`src/rtl/dbgx_pkg.sv`:
```
// Package dbgx_pkg
// Shared offsets, field positions and state type for the debug translation
// request port. Offsets and bit positions are software-visible and fixed.
package dbgx_pkg;
    localparam int          CSR_AW        = 12;
    localparam int          CSR_DW        = 64;
    localparam logic [11:0] OFS_CAP       = 12'h000;
    localparam logic [11:0] OFS_IOVA      = 12'h258;
    localparam logic [11:0] OFS_CTL       = 12'h260;
    localparam logic [11:0] OFS_RSP       = 12'h268;
    localparam int          CAP_DBG_BIT   = 31;
    localparam int          CTL_GO_BIT    = 0;
    localparam int          CTL_PID_LSB   = 12;
    localparam int          CTL_DID_LSB   = 40;
    localparam int          RSP_FLD_LSB   = 10;

    typedef enum logic [1:0] {
        SQ_IDLE  = 2'd0,
        SQ_ISSUE = 2'd1,
        SQ_WAIT  = 2'd2,
        SQ_DONE  = 2'd3
    } seq_state_e;
endpackage

```
`src/rtl/dbgx_csr.sv`:
```
// Module dbgx_csr
// Register decode for the debug translation port: stores the request address
// and ID fields, keeps the go/busy bit, drives read data and raises a launch
// pulse. Assumes the sequencer reports 'pending' from launch until the cycle
// in which it pulses 'done'; writes to the request words are dropped meanwhile.
module dbgx_csr
    import dbgx_pkg::*;
#(
    parameter int DID_W = 24,
    parameter int PID_W = 20
) (
    input  logic              clk,
    input  logic              rst_n,
    input  logic              wr,
    input  logic [CSR_AW-1:0] addr,
    input  logic [CSR_DW-1:0] wdata,
    input  logic              pending,
    input  logic              done,
    input  logic [CSR_DW-1:0] resp_word,
    output logic [CSR_DW-1:0] rdata,
    output logic [CSR_DW-1:0] iova_q,
    output logic [DID_W-1:0]  devid_q,
    output logic [PID_W-1:0]  pid_q,
    output logic              launch
);
    logic busy_q;
    logic wr_iova;
    logic wr_ctl;

    // Accept writes to the request words only while idle.
    assign wr_iova = wr && (addr == OFS_IOVA) && !pending;
    assign wr_ctl  = wr && (addr == OFS_CTL)  && !pending;
    assign launch  = wr_ctl && wdata[CTL_GO_BIT];

    // Hold the request address and ID fields.
    always_ff @(posedge clk) begin
        if (!rst_n) begin
            iova_q  <= '0;
            devid_q <= '0;
            pid_q   <= '0;
        end else begin
            if (wr_iova) iova_q <= wdata;
            if (wr_ctl) begin
                devid_q <= wdata[CTL_DID_LSB +: DID_W];
                pid_q   <= wdata[CTL_PID_LSB +: PID_W];
            end
        end
    end

    // Go/busy bit: set at reset, follows software when idle, cleared on completion.
    always_ff @(posedge clk) begin
        if (!rst_n)      busy_q <= 1'b1;
        else if (wr_ctl) busy_q <= wdata[CTL_GO_BIT];
        else if (done)   busy_q <= 1'b0;
    end

    // Read-data multiplexer.
    always_comb begin
        rdata = '0;
        case (addr)
            OFS_CAP:  rdata[CAP_DBG_BIT] = 1'b1;
            OFS_IOVA: rdata = iova_q;
            OFS_CTL: begin
                rdata[CTL_GO_BIT]               = busy_q;
                rdata[CTL_PID_LSB +: PID_W]     = pid_q;
                rdata[CTL_DID_LSB +: DID_W]     = devid_q;
            end
            OFS_RSP:  rdata = resp_word;
            default:  rdata = '0;
        endcase
    end

    assert_iova_hold_R10: assert property (@(posedge clk) disable iff (!rst_n)
        pending |=> $stable(iova_q));
    assert_ids_hold_R10: assert property (@(posedge clk) disable iff (!rst_n)
        pending |=> ($stable(devid_q) && $stable(pid_q)));
    assert_busy_on_launch_R5: assert property (@(posedge clk) disable iff (!rst_n)
        launch |=> busy_q);
    assert_busy_until_done_R9: assert property (@(posedge clk) disable iff (!rst_n)
        (busy_q && pending && !done) |=> busy_q);
endmodule

```
`src/rtl/dbgx_seq.sv`:
```
// Module dbgx_seq
// Single-request sequencer: issues one valid/ready request on launch, waits for
// the engine's one-cycle answer, loads the response word, and then reports done
// one cycle later. Assumes the engine answers only after it has accepted a request.
module dbgx_seq
    import dbgx_pkg::*;
(
    input  logic clk,
    input  logic rst_n,
    input  logic launch,
    input  logic req_ready,
    input  logic rsp_valid,
    output logic req_valid,
    output logic pending,
    output logic resp_load,
    output logic done
);
    seq_state_e state_q;
    seq_state_e state_d;

    // Next-state selection for the request life cycle.
    always_comb begin
        state_d = state_q;
        case (state_q)
            SQ_IDLE:  if (launch)    state_d = SQ_ISSUE;
            SQ_ISSUE: if (req_ready) state_d = SQ_WAIT;
            SQ_WAIT:  if (rsp_valid) state_d = SQ_DONE;
            SQ_DONE:                 state_d = SQ_IDLE;
            default:                 state_d = SQ_IDLE;
        endcase
    end

    // State register.
    always_ff @(posedge clk) begin
        if (!rst_n) state_q <= SQ_IDLE;
        else        state_q <= state_d;
    end

    assign req_valid = (state_q == SQ_ISSUE);
    assign pending   = (state_q != SQ_IDLE);
    assign resp_load = (state_q == SQ_WAIT) && rsp_valid;
    assign done      = (state_q == SQ_DONE);

    assert_req_hold_R5: assert property (@(posedge clk) disable iff (!rst_n)
        (req_valid && !req_ready) |=> req_valid);
    assert_single_launch_R10: assert property (@(posedge clk) disable iff (!rst_n)
        launch |-> !pending);
    assert_done_after_load_R9: assert property (@(posedge clk) disable iff (!rst_n)
        $fell(pending) |-> $past(resp_load, 2));
    assert_load_then_done_R9: assert property (@(posedge clk) disable iff (!rst_n)
        resp_load |=> done);
endmodule

```
`src/rtl/dbgx_fmt.sv`:
```
// Module dbgx_fmt
// Response formatter and register. A missing context forces the fixed cause.
// Otherwise a fault gives flag plus engine cause, and success gives the page
// number of the physical address. Assumes PA_W - PAGE_SHIFT bits fit above bit 10.
module dbgx_fmt
    import dbgx_pkg::*;
#(
    parameter int PA_W        = 56,
    parameter int CAUSE_W     = 10,
    parameter int PAGE_SHIFT  = 12,
    parameter int NOCTX_CAUSE = 256
) (
    input  logic               clk,
    input  logic               rst_n,
    input  logic               load,
    input  logic               fault,
    input  logic               noctx,
    input  logic [CAUSE_W-1:0] cause,
    input  logic [PA_W-1:0]    paddr,
    output logic [CSR_DW-1:0]  resp_q
);
    localparam int PPN_W    = PA_W - PAGE_SHIFT;
    localparam int PPN_TOP  = RSP_FLD_LSB + PPN_W;
    localparam logic [CAUSE_W-1:0] NOCTX_CODE = CAUSE_W'(NOCTX_CAUSE);

    logic [CSR_DW-1:0] resp_d;

    // Build the response word from the engine answer.
    always_comb begin
        resp_d = '0;
        if (noctx) begin
            resp_d[0]                      = 1'b1;
            resp_d[RSP_FLD_LSB +: CAUSE_W] = NOCTX_CODE;
        end else if (fault) begin
            resp_d[0]                      = 1'b1;
            resp_d[RSP_FLD_LSB +: CAUSE_W] = cause;
        end else begin
            resp_d[RSP_FLD_LSB +: PPN_W]   = paddr[PA_W-1:PAGE_SHIFT];
        end
    end

    // Response register, loaded only on an accepted engine answer.
    always_ff @(posedge clk) begin
        if (!rst_n)    resp_q <= '0;
        else if (load) resp_q <= resp_d;
    end

    assert_fault_flag_R7: assert property (@(posedge clk) disable iff (!rst_n)
        (load && (fault || noctx)) |=> resp_q[0]);
    assert_noctx_cause_R8: assert property (@(posedge clk) disable iff (!rst_n)
        (load && noctx) |=> (resp_q[RSP_FLD_LSB +: CAUSE_W] == NOCTX_CODE));
    assert_ok_clean_R6: assert property (@(posedge clk) disable iff (!rst_n)
        (load && !fault && !noctx) |=>
            (resp_q[RSP_FLD_LSB-1:0] == '0 && resp_q[CSR_DW-1:PPN_TOP] == '0));
    assert_resp_hold_R12: assert property (@(posedge clk) disable iff (!rst_n)
        !load |=> $stable(resp_q));
endmodule

```
`src/rtl/dbg_xlate_port.sv`:
```
// Module dbg_xlate_port
// Top of the debug translation request port: register decode, request
// sequencer and response formatter. Assumes a single register master and an
// engine that answers every accepted request exactly once.
module dbg_xlate_port
    import dbgx_pkg::*;
#(
    parameter int DID_W       = 24,
    parameter int PID_W       = 20,
    parameter int PA_W        = 56,
    parameter int CAUSE_W     = 10,
    parameter int PAGE_SHIFT  = 12,
    parameter int NOCTX_CAUSE = 256
) (
    input  logic               clk,
    input  logic               rst_n,
    input  logic               csr_wr,
    input  logic [11:0]        csr_addr,
    input  logic [63:0]        csr_wdata,
    output logic [63:0]        csr_rdata,
    output logic               xl_req_valid,
    input  logic               xl_req_ready,
    output logic [63:0]        xl_req_iova,
    output logic [DID_W-1:0]   xl_req_devid,
    output logic [PID_W-1:0]   xl_req_pid,
    input  logic               xl_rsp_valid,
    input  logic               xl_rsp_fault,
    input  logic               xl_rsp_noctx,
    input  logic [CAUSE_W-1:0] xl_rsp_cause,
    input  logic [PA_W-1:0]    xl_rsp_paddr
);
    logic              pending;
    logic              done;
    logic              launch;
    logic              resp_load;
    logic [CSR_DW-1:0] resp_word;

    dbgx_csr #(.DID_W(DID_W), .PID_W(PID_W)) u_csr (
        .clk       (clk),
        .rst_n     (rst_n),
        .wr        (csr_wr),
        .addr      (csr_addr),
        .wdata     (csr_wdata),
        .pending   (pending),
        .done      (done),
        .resp_word (resp_word),
        .rdata     (csr_rdata),
        .iova_q    (xl_req_iova),
        .devid_q   (xl_req_devid),
        .pid_q     (xl_req_pid),
        .launch    (launch)
    );

    dbgx_seq u_seq (
        .clk       (clk),
        .rst_n     (rst_n),
        .launch    (launch),
        .req_ready (xl_req_ready),
        .rsp_valid (xl_rsp_valid),
        .req_valid (xl_req_valid),
        .pending   (pending),
        .resp_load (resp_load),
        .done      (done)
    );

    dbgx_fmt #(
        .PA_W(PA_W), .CAUSE_W(CAUSE_W), .PAGE_SHIFT(PAGE_SHIFT), .NOCTX_CAUSE(NOCTX_CAUSE)
    ) u_fmt (
        .clk    (clk),
        .rst_n  (rst_n),
        .load   (resp_load),
        .fault  (xl_rsp_fault),
        .noctx  (xl_rsp_noctx),
        .cause  (xl_rsp_cause),
        .paddr  (xl_rsp_paddr),
        .resp_q (resp_word)
    );

    assert_req_fields_stable_R5: assert property (@(posedge clk) disable iff (!rst_n)
        (xl_req_valid && !xl_req_ready) |=>
            ($stable(xl_req_iova) && $stable(xl_req_devid) && $stable(xl_req_pid)));
endmodule

```
`config.mk`:
```
export PLATFORM = sky130hd
export DESIGN_NAME = dbg_xlate_port
export DESIGN_NICKNAME = d
export VERILOG_FILES = /design/src/rtl/dbgx_pkg.sv /design/src/rtl/dbgx_csr.sv /design/src/rtl/dbgx_seq.sv /design/src/rtl/dbgx_fmt.sv /design/src/rtl/dbg_xlate_port.sv
export SDC_FILE = /design/constraint.sdc
export NUM_CORES = 1
export LEC_CHECK = 0
export BUFFER_PORTS_ARGS = -buffer_cell sky130_fd_sc_hd__buf_2
export CORE_AREA = 2 2 124 126
export DETAILED_ROUTE_END_ITERATION = 8
export DIE_AREA = 0 0 126 128
export PLACE_DENSITY_LB_ADDON = 0.2
export SLEW_MARGIN = 40
export SYNTH_ARGS = -nofsm -noshare
export SYNTH_HDL_FRONTEND = slang
export SYNTH_SLANG_ARGS = --single-unit
```
`constraint.sdc`:
```
create_clock -name clk -period 7.9 [get_ports clk]
set_input_delay 1.58 -clock clk [delete_from_list [all_inputs] [get_ports clk]]
set_output_delay 1.58 -clock clk [all_outputs]
set_load 0.01 [all_outputs]
```
==> impl_metrics.toml <==
[global_routing]
grt_pass1_vias = 5988
grt_max_degree = 115
grt_pass1_wl_um = 31300
overflow = 0
grt_usage = 0.244
antenna_found_initial = 0

[sta]
hold_ws_ns = 0.466
tightest_slew_ns = 0.789
setup_viol = 0
fmax_mhz = 181
rsz0062_at_grt = "false"
tns_ns = 0
report.final.slew_viol_count = 0
slew_headroom = 0.474
fin_skew_ns = 0.00846
min_period_ns = 5.53
fin_crit_sh = 0.700
hold_viol = 0

[detailed_routing]
ant_nets = 0
viasPerCell = 5.28
drc = 0
wl_per_cell_um = 16.9
firstDrtPassIters = 5
wl_um = 20600
dr.first_iter.drc_count = 443
vias = 6449

[worst_setup_path]
rr_startpoint = "u_seq.state_q[0]"
critPathLaunch = "csr_addr[10]"
critical_path.top_delay_family = "simple AND/OR/NAND/NOR gates"
crit_buf_inv = 4
critPathArrivalTime_ns = 3.95
cp_common_cell = "buf_2"
critPathMaxFanout = 26
slowest_stage = "and4_2"
critical_path.cell_chain = "buf_2 -> nor4_1 -> and4_2 -> buf_4 -> a222oi_1 -> inv_1 -> buf_2"
path_class = "input port to output pin"
r2r_setup_slack_ns = 5.62
critPathRequiredTime_ns = 6.32
startpoint_type = "input port"
worstReg2RegEnd = "u_csr.pid_q[1]"
slowest_delay_ns = 0.79
cp-end-kind = "output pin"
cp_num_cells = 7
rr_worst_depth = 5

[clock_tree]
cts-hold-fix-buffers = 0
cts_buffer_depth = 2
cts_resized = 0
post-cts-setup-buffer-count = 0
clk_latency_ns = 0.42
root_buffer = "clkbuf_16"
clkTransAtPathRegs_ns = 0.05
cts_tree = "built"
numCtsBuffers = 17
h-tree-depth = 4
numClockSinks = 156

[power]
p_sw_frac = 0.206
p_seq_frac = 0.468
intPower_mw = 1.34
power_density_nw_per_um2 = 185
combPwrFrac = 0.046
ir_drop_uv = 137
power_switching_mw = 0.346
clockPowerShare = 0.487
leakagePower_nw = 4.23

[cells_and_area]
diodes = 0
fin_nets = 1176
drive_above_1_share = 0.348
syn2layout_area_growth_pct = 32.1
fin_util = 0.611
finalInstanceArea_um2 = 9080
final_cell_mix = "308 x buf_2, 190 x nand2_1, 156 x dfxtp_1, 111 x mux2i_1, 50 x a22oi_1"
layout_commonest_cell = "buf_2"

[place]
placed_area_um2 = 8490
dp_hpwl_um = 13900
gp_congestion = 0.797
portBuffers = 309

[hold_path]
worstHoldPathType = "flop to flop"
holdPathEnd = "u_csr.pid_q[6]"
min_from = "u_csr.pid_q[6]"
hold_depth = 2

[status]
status = "complete, no violations"

[job]
drv_cap = 0

[logic_synthesis]
synth_area_um2 = 6870
synth-seq-cells = 156
synth_warnings = 0
async_flop_share = 0
synth_fp_nets = 898
synth_ff_type = "dfxtp_1"
synth_top_area_frac = 0.455
synth_edf_count = 0
ys_seq_area_frac = 0.455
syn_area_per_cell_um2 = 9.23
yosysTopAreaCell = "dfxtp_1"
ys_types = 30
postSynthCellCount = 744
synth_area_leaders = "dfxtp_1 45%, mux2i_1 16%, nand2_1 10%, a22oi_1 5.5%, a222oi_1 4.1%"

[floorplan]
core_area_um2 = 14900
dieArea_um2 = 16100
die_y_um = 128
die_x_um = 126
rows = 45
ios = 322
initial_core_util = 0.462
## per-stage QoR
step	setup WS, ns	total power [mW]	instances
detailed placement	2.37	0.881	1191
CTS	2.37	1.69	1222
global route	2.19	1.74	1222
finish	2.37	1.68	1222
global placement	2.32	0.880	1191
floorplan	3.18	0.839	744
## sequential cells by signal, indices dropped and copies added, names as in the netlist
register,count
u_csr.busy_q,1
u_csr.devid_q,24
u_csr.iova_q,64
u_csr.pid_q,20
u_fmt.resp_q,45
u_seq.state_q,2
## power by group through the flow
stage,clock network (mW),registers [mW],logic [mW]
global route,0.866,0.786,0.0849
detailed placement,0,0.804,0.0764
CTS,0.830,0.787,0.0771
floorplan,0,0.804,0.0344
finish,0.819,0.787,0.0767
global placement,0,0.804,0.0760
## synth_stat cells, types with 2 or more instances
library cell  number
a21oi_1            2
a222oi_1          28
a22o_1            20
a22oi_1           50
and2_1            10
and3_1             2
and4_1             2
and4b_1            2
buf_2              6
buf_6              4
clkbuf_1          48
dfxtp_1          156
ha_1               5
inv_1             32
mux2_2             9
mux2i_1          111
nand2_1          191
nand4_1            3
nor2_1             3
nor2b_1           43
nor3_1             3
nor4_1             3
o21ai_0            3
or4_1              2
## how the worst max path moves through the flow
stage	to	slack, ns
after floorplan	csr_rdata[43]	3.18
final	csr_rdata[47]	2.37
after CTS	csr_rdata[44]	2.37
after global placement	csr_rdata[20]	2.32
after detailed placement	csr_rdata[44]	2.37
after global routing	csr_rdata[47]	2.19
## cell type report
| type | count | area (µm²) |
|---|---|---|
| Clock buffer | 25 | 475 |
| Clock inverter | 6 | 111 |
| Fill cell | 1355 | 5790 |
| Inverter | 32 | 120 |
| Multi-Input combinational cell | 496 | 3380 |
| Sequential cell | 156 | 3120 |
| Tap cell | 188 | 235 |
| Timing Repair Buffer | 319 | 1630 |
## tightest hold or removal path, cell delays in order (launching register included)
cell and delay (ns):
dfxtp_1 0.31, nand2_1 0.05, mux2i_1 0.05
## layer usage
metal / share of wire / global-route usage / wire length, µm
met4: 0.020 / 0.0950 / 416
met3: 0.078 / 0.0655 / 1610
met2: 0.47 / 0.401 / 9760
met5: 0 / 0 / 0
met1: 0.43 / 0.308 / 8810
## kinds of logic after synthesis
family | synth area share
AOI/OAI and AO/OA | 0.127
adders and majority gates | 0.00911
buffers and inverters | 0.0563
DFF | 0.455
muxes | 0.177
and+or+nand+nor | 0.176
Note: power is estimated with default switching activity, not from simulation.
